<file path="src/rtl/dram_rd_pkg.sv">
package dram_rd_pkg;

  typedef enum logic [1:0] {
    CMD_NOP = 2'd0,
    CMD_ACT = 2'd1,
    CMD_RD  = 2'd2,
    CMD_PRE = 2'd3
  } dram_cmd_e;

  // Index of the last beat of a burst: code 0..3 -> 1,2,4,8 beats
  function automatic logic [2:0] burst_last(input logic [1:0] code);
    logic [3:0] beats;
    beats = 4'd1 << code;
    return 3'(beats - 4'd1);
  endfunction

  function automatic int unsigned max3(input int unsigned a, input int unsigned b,
                                       input int unsigned c);
    int unsigned m;
    m = (a > b) ? a : b;
    return (m > c) ? m : c;
  endfunction

endpackage

</file>
<file path="src/rtl/drs_gap_timer.sv">
module drs_gap_timer #(
  parameter int W = 4
) (
  input  logic         clk,
  input  logic         rst_n,
  input  logic         load,
  input  logic [W-1:0] load_val,
  output logic         expired
);
  logic [W-1:0] cnt;

  always_ff @(posedge clk) begin
    if (!rst_n)          cnt <= '0;
    else if (load)       cnt <= load_val;
    else if (cnt != '0)  cnt <= cnt - 1'b1;
  end

  assign expired = (cnt == '0);

  // a fresh load must be visible on the next cycle before counting down
  assert_timer_load_R3: assert property (@(posedge clk) disable iff (!rst_n)
    load |=> (cnt == $past(load_val)));

endmodule

</file>
<file path="src/rtl/drs_read_pipe.sv">
module drs_read_pipe #(
  parameter int CL   = 3,
  parameter int DQ_W = 16
) (
  input  logic            clk,
  input  logic            rst_n,
  input  logic            issue,
  input  logic [2:0]      last_idx,
  input  logic [DQ_W-1:0] dq_in,
  output logic [DQ_W-1:0] rd_data,
  output logic            rd_valid,
  output logic            bank_busy,
  output logic            inflight
);
  logic [CL:0] pipe_v;
  logic [2:0]  pipe_l [0:CL];
  logic [2:0]  rem;
  logic        beat_start;
  logic        cap_now;

  always_ff @(posedge clk) begin
    if (!rst_n) begin
      pipe_v <= '0;
      for (int i = 0; i <= CL; i++) pipe_l[i] <= '0;
    end else begin
      pipe_v <= {pipe_v[CL-1:0], issue};
      pipe_l[0] <= last_idx;
      for (int i = 1; i <= CL; i++) pipe_l[i] <= pipe_l[i-1];
    end
  end

  assign beat_start = pipe_v[CL];
  assign cap_now    = beat_start || (rem != 3'd0);

  always_ff @(posedge clk) begin
    if (!rst_n)            rem <= '0;
    else if (beat_start)   rem <= pipe_l[CL];
    else if (rem != 3'd0)  rem <= rem - 3'd1;
  end

  always_ff @(posedge clk) begin
    if (!rst_n) begin
      rd_valid <= 1'b0;
      rd_data  <= '0;
    end else begin
      rd_valid <= cap_now;
      if (cap_now) rd_data <= dq_in;
    end
  end

  // busy: some beat still lies beyond the next cycle
  assign bank_busy = (|pipe_v) || (rem > 3'd1);
  assign inflight  = (|pipe_v) || (rem != 3'd0);

  assert_no_overlap_R10: assert property (@(posedge clk) disable iff (!rst_n)
    beat_start |-> (rem == 3'd0));
  assert_valid_follows_R8: assert property (@(posedge clk) disable iff (!rst_n)
    beat_start |=> rd_valid);

endmodule

</file>
<file path="src/rtl/dram_rd_seq.sv">
module dram_rd_seq
  import dram_rd_pkg::*;
#(
  parameter int ROW_W = 12,
  parameter int COL_W = 9,
  parameter int DQ_W  = 16,
  parameter int TRCD  = 3,
  parameter int TRP   = 3,
  parameter int CL    = 3
) (
  input  logic             clk,
  input  logic             rst_n,
  input  logic             req_valid,
  output logic             req_ready,
  input  logic [ROW_W-1:0] req_row,
  input  logic [COL_W-1:0] req_col,
  input  logic [1:0]       req_burst,
  output logic [1:0]       cmd_code,
  output logic [ROW_W-1:0] cmd_row,
  output logic [COL_W-1:0] cmd_col,
  input  logic [DQ_W-1:0]  dq_in,
  output logic [DQ_W-1:0]  rd_data,
  output logic             rd_valid
);
  localparam int unsigned TMAX = max3(TRCD, TRP, 8);
  localparam int TW = $clog2(TMAX + 1);
  localparam int SW = TW + 2;

  // held request
  logic             hold_v;
  logic [ROW_W-1:0] hold_row;
  logic [COL_W-1:0] hold_col;
  logic [2:0]       hold_last;

  // bank state
  logic             row_open;
  logic [ROW_W-1:0] open_row;

  // named internal events
  logic row_hit, rd_fire, pre_fire, act_fire, accept;
  logic rcd_ok, rp_ok, ccd_ok;
  logic bank_busy, inflight;
  dram_cmd_e cmd_q;

  assign row_hit   = row_open && (hold_row == open_row);
  assign rd_fire   = hold_v && row_hit && rcd_ok && ccd_ok;
  assign pre_fire  = hold_v && row_open && !row_hit && !bank_busy;
  assign act_fire  = hold_v && !row_open && rp_ok;
  assign req_ready = !hold_v || rd_fire;
  assign accept    = req_valid && req_ready;

  always_ff @(posedge clk) begin
    if (!rst_n) begin
      hold_v    <= 1'b0;
      hold_row  <= '0;
      hold_col  <= '0;
      hold_last <= '0;
    end else begin
      if (accept) begin
        hold_v    <= 1'b1;
        hold_row  <= req_row;
        hold_col  <= req_col;
        hold_last <= burst_last(req_burst);
      end else if (rd_fire) begin
        hold_v <= 1'b0;
      end
    end
  end

  always_ff @(posedge clk) begin
    if (!rst_n) begin
      row_open <= 1'b0;
      open_row <= '0;
    end else if (act_fire) begin
      row_open <= 1'b1;
      open_row <= hold_row;
    end else if (pre_fire) begin
      row_open <= 1'b0;
    end
  end

  always_ff @(posedge clk) begin
    if (!rst_n) begin
      cmd_q   <= CMD_NOP;
      cmd_row <= '0;
      cmd_col <= '0;
    end else begin
      cmd_q   <= CMD_NOP;
      cmd_row <= '0;
      cmd_col <= '0;
      if (rd_fire) begin
        cmd_q   <= CMD_RD;
        cmd_col <= hold_col;
      end else if (act_fire) begin
        cmd_q   <= CMD_ACT;
        cmd_row <= hold_row;
      end else if (pre_fire) begin
        cmd_q   <= CMD_PRE;
      end
    end
  end

  assign cmd_code = cmd_q;

  drs_gap_timer #(.W(TW)) u_rcd (
    .clk(clk), .rst_n(rst_n), .load(act_fire),
    .load_val(TW'(TRCD - 1)), .expired(rcd_ok));

  drs_gap_timer #(.W(TW)) u_rp (
    .clk(clk), .rst_n(rst_n), .load(pre_fire),
    .load_val(TW'(TRP - 1)), .expired(rp_ok));

  drs_gap_timer #(.W(TW)) u_ccd (
    .clk(clk), .rst_n(rst_n), .load(rd_fire),
    .load_val(TW'(hold_last)), .expired(ccd_ok));

  drs_read_pipe #(.CL(CL), .DQ_W(DQ_W)) u_pipe (
    .clk(clk), .rst_n(rst_n), .issue(rd_fire), .last_idx(hold_last),
    .dq_in(dq_in), .rd_data(rd_data), .rd_valid(rd_valid),
    .bank_busy(bank_busy), .inflight(inflight));

  // cycle distance from the last ACT and PRE seen on the command output
  logic [SW-1:0] since_act, since_pre;
  always_ff @(posedge clk) begin
    if (!rst_n) begin
      since_act <= '0;
      since_pre <= '1;
    end else begin
      if (cmd_q == CMD_ACT)   since_act <= SW'(1);
      else if (since_act != '1) since_act <= since_act + 1'b1;
      if (cmd_q == CMD_PRE)   since_pre <= SW'(1);
      else if (since_pre != '1) since_pre <= since_pre + 1'b1;
    end
  end

  assert_read_open_R2: assert property (@(posedge clk) disable iff (!rst_n)
    (cmd_q == CMD_RD) |-> row_open);
  assert_rcd_gap_R3: assert property (@(posedge clk) disable iff (!rst_n)
    (cmd_q == CMD_RD) |-> (since_act >= SW'(TRCD)));
  assert_rp_gap_R4: assert property (@(posedge clk) disable iff (!rst_n)
    (cmd_q == CMD_ACT) |-> (since_pre >= SW'(TRP)));
  assert_pre_quiet_R7: assert property (@(posedge clk) disable iff (!rst_n)
    (cmd_q == CMD_PRE) |-> !inflight);
  assert_ready_miss_R11: assert property (@(posedge clk) disable iff (!rst_n)
    ((cmd_q == CMD_PRE) || (cmd_q == CMD_ACT)) |-> !req_ready);

endmodule

</file>
<file path="config.mk">
export PLATFORM = sky130hd
export DESIGN_NAME = dram_rd_seq
export DESIGN_NICKNAME = d
export VERILOG_FILES = /design/src/rtl/dram_rd_pkg.sv /design/src/rtl/drs_gap_timer.sv /design/src/rtl/drs_read_pipe.sv /design/src/rtl/dram_rd_seq.sv
export SDC_FILE = /design/constraint.sdc
export NUM_CORES = 1
export LEC_CHECK = 0
export ABC_AREA = 1
export BUFFER_PORTS_ARGS = -buffer_cell sky130_fd_sc_hd__clkbuf_2
export CAP_MARGIN = 10
export CORE_MARGIN = 2
export CORE_UTILIZATION = 48
export CTS_CLUSTER_DIAMETER = 50
export CTS_CLUSTER_SIZE = 8
export DETAILED_ROUTE_END_ITERATION = 10
export HOLD_SLACK_MARGIN = 0.12
export PLACE_DENSITY = 0.71
export SKIP_LAST_GASP = 1
export SYNTH_ARGS = -nofsm -noshare
export SYNTH_HDL_FRONTEND = slang
export SYNTH_SLANG_ARGS = --single-unit
</file>
<file path="constraint.sdc">
create_clock -name clk -period 4.8 [get_ports clk]
set_clock_uncertainty 0.2 [all_clocks]
set_input_delay 0.72 -clock clk [delete_from_list [all_inputs] [get_ports clk]]
set_output_delay 0.72 -clock clk [all_outputs]
set_load 0.05 [all_outputs]
</file>
### After elaboration in Yosys (flattened, before gate mapping)

Memories as Yosys holds them, arrays and structs flattened.
Cells that the tools add are included.

* add/subtract/negate cells: 5
* magnitude comparators: 1
* eq/ne operators: 1
* shift-type cells: 1
* mux-type cells: 21
* bitwise logic cells: 6
* reduce and logical (&&, ||, !) cells: 36

Operator list (count)
* $mux W3: 8
* $mux W2: 7
* $eq A12 B12 Y1: 1
* $logic_not A4 Y1: 3
* $reduce_bool A2 Y1: 6
* $reduce_bool A4 Y1: 3
* $sub A4 B1 Y4 const B: 3
* $logic_and A1 B1 Y1: 10
* $mux W1: 6
* $reduce_or A2 Y1: 3
* $sub A3 B1 Y3 const B: 2
* $logic_not A1 Y1: 4
* $or A1 B1 Y1: 4
* $reduce_or A4 Y1: 1
* $gt A3 B1 Y1 const B: 1
* $logic_or A1 B1 Y1: 3
* $reduce_bool A3 Y1: 1
* $reduce_or A3 Y1: 1
* $shl A1 B2 Y3 const A: 1
* $not A1 Y1: 2
* $reduce_and A2 Y1: 1

* register bits: 97
* RAM bits: 12
* bits of input ports: 42
* output and inout port bits: 41
* word-level logic and storage cells: 92
* memories: 1

Memory list
* u_pipe.pipe_l: depth 4, bits a word 3, rd ports 4, clocked after Yosys merged registers in 0, write ports 4, line drs_read_pipe.sv:16 `logic [2:0] pipe_l [0:CL];`

### Logic depth before layout (Yosys ltp)

Gate-level depths: netlist (run 1).

* depth after elaboration: 8
* depth in mapped cells: 13
* depth with buffers taken out: 12

### Cells and area by module

Synthesis (run 1) repeated with hierarchy kept, for this count alone.

* cells, all modules: 623
* area, all modules: 4578.1 um^2

Modules (own cells, without submodules)
* dram_rd_seq: instances 1, cells each 308, area each 2432.3 um^2, seq. area each 1221.2 um^2
* drs_read_pipe: instances 1, cells each 195, area each 1402.6 um^2, seq. area each 720.7 um^2
* drs_gap_timer: instances 3, cells each 40, area each 247.7 um^2, seq. area each 80.1 um^2

### Worst setup path after synthesis (run 1)

OpenSTA, ideal clock, no wires.

* kind: register to output
* start point: register u_rcd.cnt[0]
* end point: output port req_ready
* data arrival time: 1.340 ns
* required time: 3.880 ns
* setup slack: 2.540 ns
* stages on the path, launching flop included: 9
* path buffers: 2
* cells stage by stage: dfxtp_1 or2_4 nor2_4 nand2_2 nor2_4 nand4_4 nand2_2 buf_6 buf_8

* word-level cells in the longest chain between the ends: 4

Ends and longest elaborated chain
* from (decl): line drs_gap_timer.sv:10 `logic [W-1:0] cnt;`
* from (signal assigned): line drs_gap_timer.sv:14 `else if (load) cnt <= load_val;`
* from (signal assigned): line drs_gap_timer.sv:15 `else if (cnt != '0) cnt <= cnt - 1'b1;`
* $logic_not A4 Y1: line drs_gap_timer.sv:18 `assign expired = (cnt == '0);`
* $logic_and A1 B1 Y1 (2 in series): line dram_rd_seq.sv:46 `assign rd_fire = hold_v && row_hit && rcd_ok && ccd_ok;`
* $logic_or A1 B1 Y1: line dram_rd_seq.sv:49 `assign req_ready = !hold_v || rd_fire;`
* to (decl): line dram_rd_seq.sv:14 `output logic req_ready,`

Every way passes these cells.

### Final worst setup path (run 1)

* start point: register hold_row[7]
* end point: output port req_ready

* word-level cells in the longest chain between the ends: 6

Ends and longest elaborated chain
* from (decl): line dram_rd_seq.sv:31 `logic [ROW_W-1:0] hold_row;`
* from (signal assigned): line dram_rd_seq.sv:61 `hold_row <= req_row;`
* $eq A12 B12 Y1: line dram_rd_seq.sv:45 `assign row_hit = row_open && (hold_row == open_row);`
* $logic_and A1 B1 Y1: line dram_rd_seq.sv:45
* $logic_and A1 B1 Y1 (3 in series): line dram_rd_seq.sv:46
* $logic_or A1 B1 Y1: line dram_rd_seq.sv:49

Every way passes these cells.

==> out/summary.md, run 1 <==
Global routing consumed, on the met3 layer, 4.24% of the routing resources. The number of vias per cell after detailed routing was 4.75. Category of the most critical setup path: flop to output pin. In this run the clock root is driven by a sky130_fd_sc_hd__clkbuf_8. TritonCTS built the clock tree.

Busiest layer in global routing: met2. In this run the cell area of the synthesized design comes to 0.00419 mm^2. The synthesis-to-finish area growth came out at 15.6%. The tools report the reported max-cap violation count as 0.

The Yosys step of the flow raised 0 warnings. The number of antenna diodes in the final layout is 0. Leftover overflow at the end of global routing: 0. The tools report the type of destination of the critical path as an output pin. IR analysis of the VDD net gives a maximum drop of 0.236 mV. The run gives 2570 ps as the endpoint arrival time on the critical path. Once routing completed, OpenROAD measured the worst setup slack at 1310 ps.

Walking the worst path, the cells encountered are inv_1 -> nand2_1 -> nand2_1 -> nor2_1 -> nand2_1 -> nor2_2 -> nand4_4 -> nand2_2 -> clkbuf_2. The die covers 0.00950 mm^2. The initial utilization of the core area, before any placement, comes to 48.8%. For the clock latency reported for the late side of the worst-skew pair, the log shows 370 ps. The mean post-synth cell area came out at 7.59 um^2.

The horizontal extent of the die came out at 97.4 um. Among the stages of the critical path, the cell type that occurs most often is sky130_fd_sc_hd__nand2_1. For the data required time at the worst endpoint, the log shows 3880 ps.

The share of layout cells above drive strength 1 was 17.8%. The number of hold buffers added after CTS was 0. The logs give 287 MHz for the highest clock rate and 24.4% for the met1 track demand over resource in global routing. In this run the post-CTS setup repair buffer count came out at 0. The logs give 3 for the number of levels the H-tree was split into and 2 for the number of buffers between clock root and the deepest sink.

The wire length of the first global-routing pass was 14,000 um. For the number of remaining DRC errors, the log shows 0. On the critical path the largest part of the delay comes from simple AND/OR/NAND/NOR gates. The total via count after detailed routing was 3,494. Summing the sequential cell areas from Yosys gives 52.1% of the chip area.

The setup check on the worst reg-to-reg path leaves a slack of 2360 ps. The analysis attributes to cell leakage a power of 2.45 nW. The flow ran to the end, and the final reports show no timing, DRC or antenna violations. Yosys attributes the largest share of cell area to sky130_fd_sc_hd__dfxtp_1 52%, sky130_fd_sc_hd__nand2_1 8.9%, sky130_fd_sc_hd__nor2_1 8.4%, sky130_fd_sc_hd__inv_1 7.9%, sky130_fd_sc_hd__a21oi_1 3.7%. The final setup violation count came out at 0. The number of gates resized after CTS was 0. Counting both buffers and inverters, the worst setup path holds a total of 2. Clock-pin slew was measured on the worst setup and hold paths at 110 ps. On the final layout, the worst hold slack is 213 ps. Register bit count reported by yosys: 109. At the pin with the least slew margin, the transition time is 919 ps. The logs give 5780 um for the HPWL after detailed placement and 0 for the number of antenna violations at the first check in global routing. The synthesized design spends more area on one cell type than any other, namely sky130_fd_sc_hd__dfxtp_1. After synthesis, the netlist uses 33 different library cells.

In this design, the stage delay of the slowest critical-path cell is 670 ps. Final-report hold violation count: 0. The run gives 0.00462 mm^2 as the instance area after placement. The routability congestion estimate from global placement came out at 0.802. In the synthesized netlist, the number of instances is 552. In the final routed layout, each cell accounts on average for 11.3 um. For the total number of clock tree sinks, the log shows 109.

Before antenna repair, the detailed router went through 4 iterations. The tools report the placeable core region as 0.00859 mm^2. The share of synthesized area in the top cell type comes to 52.1%. For the worst max-slew margin expressed relative to the limit, the log shows 38.7%. For the final max-slew violation count, the log shows 0.

The summed area of non-filler cells in the final layout was 0.00485 mm^2; the largest net degree at the start of global routing was 48. Setup repair after global routing left no endpoint under its margin. The final period utilization was 72.7%. The tools report the iteration-0 DRC count of the detailed router as 155. Global routing consumed, over all layers together, 17.9% of the routing resources. The total power divided by cell area was 534 mW/mm^2; the number of rows created at floorplan was 34. At the end of the flow, the number of nets in the layout was 670. For met2 alone, demand over resource in global routing was 28.2%.

The TritonCTS buffer count is 9. The logs give 3,176 for the via count of the first global-routing pass and 1770 ps for the worst slack at placement. The count of nets left with antenna violations after detail routing came out at 0.

In this run the vertical extent of the chip is 97.4 um. Counting every net in the synthesized netlist gives 599. For the top-level port count, the log shows 83. The cell with the largest stage delay on the worst path was sky130_fd_sc_hd__nand2_2.

STA classifies the critical path startpoint as a flop. After routing, the total negative slack on setup checks comes to 0 ps. The total routed wirelength is 8280 um. The path class of the tightest hold or removal check is flop to flop. Along the worst path, the maximum fanout reaches 47.

The count of input and output buffers works out to 82. The final period demand of the worst path is 3490 ps.
-- power breakdown --
part,total [mW],switching [mW],internal [mW]
Combinational,0.847,0.605,0.243
Clock,0.620,0.319,0.301
Sequential,1.12,0.0771,1.04
-- cell usage after synthesis --
library cell,n
sky130_fd_sc_hd__nand2_1,99
sky130_fd_sc_hd__a211oi_1,2
sky130_fd_sc_hd__nand3_1,29
sky130_fd_sc_hd__nand4_4,1
sky130_fd_sc_hd__nor2_4,2
sky130_fd_sc_hd__nor3_1,6
sky130_fd_sc_hd__dfxtp_1,109
sky130_fd_sc_hd__xor2_1,1
sky130_fd_sc_hd__xnor2_1,1
sky130_fd_sc_hd__a31o_2,1
sky130_fd_sc_hd__buf_6,2
sky130_fd_sc_hd__nand2_2,3
sky130_fd_sc_hd__buf_8,2
sky130_fd_sc_hd__nor2_1,94
sky130_fd_sc_hd__nor2_2,2
sky130_fd_sc_hd__nand4_1,8
sky130_fd_sc_hd__or2_4,1
sky130_fd_sc_hd__and2_1,1
sky130_fd_sc_hd__buf_2,5
sky130_fd_sc_hd__o21ai_1,1
sky130_fd_sc_hd__ha_1,5
sky130_fd_sc_hd__o211ai_1,2
sky130_fd_sc_hd__a31oi_1,1
sky130_fd_sc_hd__buf_1,5
sky130_fd_sc_hd__inv_1,88
sky130_fd_sc_hd__o22ai_1,11
sky130_fd_sc_hd__nor3b_1,1
sky130_fd_sc_hd__o21ai_0,24
sky130_fd_sc_hd__clkinv_1,1
sky130_fd_sc_hd__clkbuf_1,10
sky130_fd_sc_hd__a21oi_1,31
sky130_fd_sc_hd__or2_2,2
sky130_fd_sc_hd__o21bai_1,1
-- layer usage --
metal | part of all wire (%) | vias to the layer above
li1 | - | 1853
met1 | 48 | 1555
met2 | 45 | 77
met3 | 5.0 | 9
met4 | 1.4 | 0
met5 | 0 | -
-- cells by family (layout without fill, tap and decap cells) --
group	Yosys count	in the layout	synth area share, %
AO/OA/AOI/OAI	74	74	9.58
XOR/XNOR	2	2	0.418
adder cells (fa/ha/maj)	5	5	1.49
buffers and inverters	113	189	11.2
flip-flops	109	109	52.1
AND/OR/NAND/NOR	249	249	25.3
-- per-stage QoR --
step | power (mW) | cells | util [%]
finish | 2.59 | 736 | 56.4
floorplan | 1.82 | 552 | -
detailed placement | 1.99 | 720 | 53.7
global placement | 1.97 | 720 | 53.7
global route | 2.75 | 736 | 56.4
CTS | 2.61 | 736 | 56.4
-- state kept, by name, indices dropped and copies added, names as in the netlist, 4 cells and up --
register and flops:
hold_row 12, cmd_col 9, u_pipe.rd_data 16, u_rp.cnt 4, u_ccd.cnt 4, u_pipe.pipe_v 4
hold_col 9, open_row 12, u_pipe.pipe_l 12, cmd_row 12, u_rcd.cnt 4
-- tightest hold or removal path, delay by kind of cell, from the launching register on --
family / cells / cell delay (ps)
flops: 1 / 310
simple gates: 1 / 50
buf+inv: 1 / 30
-- worst paths after layout --
path,start,endpoint,cells past startpoint
setup reg to reg,hold_row[7],hold_last[2],11
hold reg to reg,u_pipe.pipe_l[1][0],u_pipe.pipe_l[2][0],2
hold / removal,u_pipe.pipe_l[1][0],u_pipe.pipe_l[2][0],2
setup / recovery,hold_row[7],req_ready,9
-- final cells by class --
type / count / area, um^2
clock inverters: 7 / 104
clock buffers: 9 / 124
flip-flops and latches: 109 / 2180
well taps: 108 / 135
fillers: 839 / 3750
multi-input cells: 330 / 1540
repair buffers: 84 / 425
inverters: 89 / 334
-- placed cells by master (no fill, tap or decap), types with 9 or more instances in the layout --
master and instances:
sky130_fd_sc_hd__o21ai_0 24, sky130_fd_sc_hd__dfxtp_1 109, sky130_fd_sc_hd__nand3_1 29, sky130_fd_sc_hd__inv_1 88, sky130_fd_sc_hd__nor2_1 94, sky130_fd_sc_hd__clkbuf_2 82
sky130_fd_sc_hd__o22ai_1 11, sky130_fd_sc_hd__clkbuf_8 9, sky130_fd_sc_hd__a21oi_1 31, sky130_fd_sc_hd__nand2_1 99
Note: power is estimated with default switching activity, not from simulation.
==> inputs of run 2 (changes only) <==
- PLACE_DENSITY: 0.71 -> 0.74
- clock period: 4.8 -> 2.9 ns (I/O delays scaled with it)
==> out/summary.md, run 2 (synthesis results as in run 1) <==
Dividing the detail-routed wire length by the instance count gives 11.3 um. The library cell used most frequently in the layout, excluding fill and tap cells, is sky130_fd_sc_hd__dfxtp_1. The register with the most flip-flops in the layout has 16 of them. The run finished with clean final reports. Clock-pin slew of the registers on the worst-case setup and hold paths: 110 ps. Combinational cells account for 33.6% of the total power. The total power divided by cell area is 852 mW/mm^2, and the largest net degree at the start of global routing is 47. The die outline height came out at 97.4 um.

Max-cap violations in this run came to 0. Based on the critical path, the design can be clocked at up to 406 MHz. After the last flow step, the layout net total stands at 686. After global routing the overflow that remains totals 0.

The aggregate global-route resource usage was 18.8%; the portion of total power attributed to sequential cells was 43.8%. Cells fill 58.0% of the core in the end. Worst min-delay path category: input port to flop. For the worst flop-to-flop path, the logic depth is 12. In this run switching power makes up 39.6% of total power. The placed instances occupy a cell area of 0.00464 mm^2.

The synthesis-to-finish area growth works out to 18.9%. The worst IR drop on VDD was 0.290 mV; the final period utilization was 84.8%. The hold path endpoint was u_pipe.rd_data[13].

Counting instances, the worst hold path has a depth of 3. The first global-routing pass estimated 14,900 um of wire. After routing the design area is 0.00498 mm^2. Pin placement for this block handled 83 I/O pins.

The logs give 109 for the total number of clock tree sinks and 0 for the number of remaining DRC errors. In this run the critical register-to-register path is launched from hold_row[7]. Measured against its own limit, the worst slew margin works out to 44.2%. Across all hold checks on the routed design, the worst slack comes to 137 ps. The cell with the largest stage delay on the worst path is sky130_fd_sc_hd__dfxtp_1.

The register with the most flip-flops in the final layout is u_pipe.rd_data. In this design, the stage delay of the slowest critical-path cell is 380 ps. For the area occupied by multi-input gates, the log shows 0.00154 mm^2. The analysis attributes to cell leakage a power of 2.50 nW. The logs give 3,425 for the via count of the first global-routing pass and 2.56 mW for the internal power. The worst path needs 2460 ps of the cycle, external delays included. The number of setup buffers added after CTS is 0.

The element type at the critical path start is a flop. The share of layout cells above drive strength 1 was 17.9%; the top fanout value on the critical path was 3. The routed layout has 3,577 vias.

The count of nets left with antenna violations after detail routing was 0. The critical path goes through inv_1 -> nand2_1 -> nand2_1 -> nor2_1 -> nand2_1 -> nor2_2 -> nand4_4 -> nand2_2 -> clkbuf_2. The critical path in this run is classified as flop to output pin. Counting the fill cells in the layout gives 834.

The logs give 730 ps for the setup slack of the worst register-to-register path and 34 for the number of rows created at floorplan. Per report_power, the clock group accounts for 22.7% of the total. The type of destination of the critical path is an output pin. The longest clock path from root to sink contains 2 buffers.

The tools report the number of antenna violations at the first check in global routing as 0. The tools report the summed negative setup slack over all endpoints as 0 ps. Setup repair after global routing left no endpoint under its margin.

In this run the critical register-to-register path is captured at hold_last[1]. The number of vias per cell after detailed routing is 4.76. The sequential standard cell area was 0.00218 mm^2; the final setup violation count was 0. In this run the most critical hold path is launched from dq_in[13]. The tools report the endpoint arrival time on the critical path as 1830 ps. Summed over all nets, the half-perimeter wirelength after detailed placement is 5970 um.

The tools report the root cell of the clock tree as sky130_fd_sc_hd__clkbuf_8. 0 antenna diodes ended up in the layout. The final-report hold violation count came out at 0. For this configuration, the core starts out at a cell density of 48.8%. The placeable core region came out at 0.00859 mm^2. Counting stages on the worst path, the most repeated cell is sky130_fd_sc_hd__nand2_1. The clock reaches the later pin of the worst-skew pair after 370 ps.

Summing internal, switching and leakage power gives 4.24 mW. Leaving out fill and tap cells, the most frequent cells in the layout are 109 x sky130_fd_sc_hd__dfxtp_1, 99 x sky130_fd_sc_hd__nand2_1, 94 x sky130_fd_sc_hd__nor2_1, 88 x sky130_fd_sc_hd__inv_1, 82 x sky130_fd_sc_hd__clkbuf_2. The count of buffers added on input and output ports is 82. TritonCTS built the clock tree. Data on the critical path is required at its endpoint by 2270 ps. The cell family contributing the most delay on the critical path is simple AND/OR/NAND/NOR gates. After the first detailed-routing iteration, the DRC count stood at 151.

The run gives 0 as the final max-slew violation count. The first detailed-routing pass took 4 iterations. The horizontal extent of the die was 97.4 um; the total routed wirelength was 8500 um. For the total die area, the log shows 0.00950 mm^2. TritonCTS buffer count: 9. For this design the total switching power over the nets is 1.68 mW.

The sum of buffers and inverters on the critical path was 2. The number of levels the H-tree was split into came out at 3. The congestion estimate from routability-driven global placement came to 0.835.

At the pin with the least slew margin, the transition time is 837 ps.
## run 2: layer usage
layer | part of all wire (%) | GRT usage [%] | wire length [um]
met5 | 0 | 0 | 0
met4 | 1.8 | 6.84 | 152
met2 | 45 | 30.6 | 3870
met1 | 47 | 24.7 | 4010
met3 | 5.5 | 3.96 | 471
## run 2: worst max-delay path by stage
stage | depth (start not counted) | to | start
finish | 9 | req_ready | hold_row[7]
global placement | 10 | hold_last[0] | hold_row[3]
CTS | 9 | req_ready | hold_row[9]
detailed placement | 12 | hold_last[1] | hold_row[9]
global route | 9 | req_ready | hold_row[5]
floorplan | 8 | req_ready | u_rcd.cnt[0]
## run 2: timing repair
action                                 CTS  global route
endpoints found under the hold margin   13             0
gates resized for setup                  0             0
hold buffers                            13             0
## run 2: final cells by class
class,count,share of cell area [%]
clock buffer,9,2.49
multi-input combinational,330,30.9
tap,108,2.71
inverter,89,6.70
clock inverter,7,1.78
timing repair buffer,100,11.6
sequential,109,43.8
## run 2: power groups by stage
stage	clock network (mW)	registers (mW)	logic, mW
after global routing	1.05	1.89	1.59
after detailed placement	0	1.89	1.41
after global placement	0	1.88	1.38
after CTS	0.988	1.86	1.43
after floorplan	0	2.26	0.743
final	0.961	1.86	1.42
## run 2: worst min-delay path, stage by stage
cell and delay (ps):
sky130_fd_sc_hd__clkbuf_2 80, sky130_fd_sc_hd__o21ai_0 70, sky130_fd_sc_hd__nor2_1 90
## run 2: through the flow
step	std cells	worst slack (ps)
finish	752	440
global placement	723	823
CTS	752	423
global route	752	264
detailed placement	723	755
floorplan	552	925
==> inputs of run 3 (changes only) <==
- PLACE_DENSITY: 0.74 -> 0.71
- clock period: 2.9 -> 2.4 ns (I/O delays scaled with it)
==> out/summary.md, run 3 (synthesis results as in run 1) <==
The flow ran to the end, and the final reports show no timing, DRC or antenna violations. The number of rows created at floorplan is 34, and the via count of the first global-routing pass is 3,490. The routability congestion estimate from global placement came out at 0.829. For the highest clock rate, the log shows 442 MHz. The post-layout net count is 713. The first detailed-routing pass ran for 4 iterations.

Measured along the x axis, the die boundary spans 97.4 um. Of the total power, the clock network draws 21.0%. Along the worst path, the maximum fanout reaches 3. Category of the most critical setup path: flop to output pin. The tools report the launch instance of the worst min-delay path as req_row[5].

The commonest non-fill, non-tap cell in the layout is sky130_fd_sc_hd__dfxtp_1. The origin of the critical flop-to-flop path was u_rcd.cnt[0]. The first global-routing pass estimated 15,500 um of wire.

The layout has 776 filler cells. The core region is 0.00859 mm^2. The leftover overflow at the end of global routing came out at 0. The number of vias per cell after detailed routing is 4.71, and the final period utilization is 94.3%. The largest net degree at the start of global routing was 46. Root cell of the clock tree: sky130_fd_sc_hd__clkbuf_8. For the final routed database, the setup TNS stands at 0 ps. After detailed routing, the average wire length per cell comes to 11.6 um. STA puts the critical path data arrival time at 1700 ps.

For the total via count after detailed routing, the log shows 3,670. The run gives 2.61 nW as the static leakage power. The register with the most flip-flops in the layout has 16 of them. Number of levels the H-tree was split into: 3. The library cells used most frequently in the layout, excluding fill and tap cells, are 106 x sky130_fd_sc_hd__dfxtp_1, 99 x sky130_fd_sc_hd__nand2_1, 93 x sky130_fd_sc_hd__nor2_1, 88 x sky130_fd_sc_hd__inv_1, 81 x sky130_fd_sc_hd__clkbuf_2. Final-report hold violation count: 0. The tools report the aggregate global-route resource usage as 19.8%. The total die area is 0.00950 mm^2. The reported max-cap violation count was 0; the net switching power was 2.04 mW. Including well taps, the total number of placed cells is 726. The total design power is 5.08 mW, and the switching share of power is 40.1%.

The tools report the summed area of non-filler cells in the final layout as 0.00524 mm^2. The iteration-0 DRC count of the detailed router is 116, and the number of buffers between clock root and the deepest sink is 2. For the pin with the worst max-slew slack, the measured transition is 549 ps. Clock-pin slew was measured on the worst setup and hold paths at 100 ps. Pin placement for this block handled 83 I/O pins. After detailed routing, the total wire length is 9070 um. The most critical setup path has its startpoint at u_rcd.cnt[0].

Setup repair after global routing left no endpoint under its margin. The die is 97.4 um tall. For the count of nets left with antenna violations after detail routing, the log shows 0. Of the total power, combinational logic draws 34.9%. For the data required time at the worst endpoint, the log shows 1840 ps. The tools report the HPWL after detailed placement as 6020 um. The worst setup path is captured at an output pin.

The run gives 48.8% as the initial core utilization. After detailed routing, the number of remaining DRC violations is 0. The number of antenna diodes in the final layout is 0.

Number of cells in the finished layout apart from fillers: 779. TritonCTS built the clock tree. The logs give 0 for the number of antenna violations at the first check in global routing and 3.05 mW for the internal power.

In this run the cell area measured after placement is 0.00466 mm^2. For the worst IR drop on VDD, the log shows 0.448 mV. The path class of the tightest hold or removal check is input port to flop. The run gives 0 as the final max-slew violation count. The synthesis-to-finish area growth was 25.1%; the final period demand of the worst path was 2260 ps. The total power divided by cell area was 969 mW/mm^2; the count of input and output buffers was 82. Registers are responsible for 44.2% of the overall power. The post-route netlist has 18.3% of its cells at a drive strength greater than 1. In this run the tightest slew margin relative to its limit is 63.3%. Counting flops per register, the top entry is u_pipe.rd_data. Clock latency on the worst-skew pair, taken at its later pin, is 380 ps. Registers take 0.00219 mm^2. In this run, CTS created clock tree buffers numbering 9. The multi-input combinational cells in the finished layout cover a total of 0.00155 mm^2. Setup violations remaining at the end of the flow were counted as 0.

The run gives 109 as the total number of clock tree sinks. Element type at the critical path start: a flop.
==> run 3: cell count changes in the layout (fill, tap and decap cells not counted), sizes merged <==
| cell | change |
|---|---|
| dlygate4sd3 | +23 |
| buf | +5 |
| bufinv | -1 |
==> run 3: repair_timing <==
item	in CTS	in global routing
resized for setup	1	8
buffers inserted	0	1
endpoints found under the hold margin	36	0
endpoints found under the setup margin	1	1
gates cloned	0	0
pin swaps	0	1
hold buffers	36	0
==> run 3: final cells by class <==
type	count	area share [%]
tap	108	2.58
timing repair buffer	127	16.1
clock buffer	10	2.63
multi-input combinational	330	29.6
inverter	89	6.37
sequential	109	41.7
clock inverter	6	0.979
==> run 3: critical path, cell delays in order, from the launching register on <==
cell and delay, ps:
sky130_fd_sc_hd__dfxtp_1 340, sky130_fd_sc_hd__or2_4 270, sky130_fd_sc_hd__nor2_4 110, sky130_fd_sc_hd__nand2_2 80
sky130_fd_sc_hd__nor2_4 130, sky130_fd_sc_hd__nand4_4 130, sky130_fd_sc_hd__nand2_2 110, sky130_fd_sc_hd__buf_6 170
==> run 3: metrics by stage <==
stage,worst slack [ps],util (%),hold slack [ps]
6_report,136,61.0,138
5_1_grt,16.5,61.0,163
4_1_cts,0.162,60.7,122
3_5_place_dp,369,54.3,195
3_3_place_gp,385,54.3,196
2_1_floorplan,500,-,190
==> run 3: metal layers <==
metal / share of wire [%] / global-route usage [%]
met2: 47 / 32.7
met3: 4.2 / 3.74
met5: 0 / 0
met1: 47 / 25.3
met4: 2.1 / 8.87
==> run 3: power by group through the flow <==
| stage | registers, mW | clock network, mW | logic [mW] |
|---|---|---|---|
| CTS | 2.24 | 1.10 | 1.76 |
| global placement | 2.27 | 0 | 1.68 |
| global route | 2.28 | 1.16 | 1.99 |
| floorplan | 2.73 | 0 | 0.897 |
| finish | 2.24 | 1.06 | 1.77 |
| detailed placement | 2.28 | 0 | 1.71 |
==> run 3: worst paths after layout <==
| check | end | slack, ps | cells after the start |
|---|---|---|---|
| max reg2reg | hold_row[5] | 380 | 10 |
| max | req_ready | 140 | 7 |
| min | hold_row[5] | 140 | 5 |
| min reg2reg | u_pipe.pipe_l[2][1] | 210 | 2 |
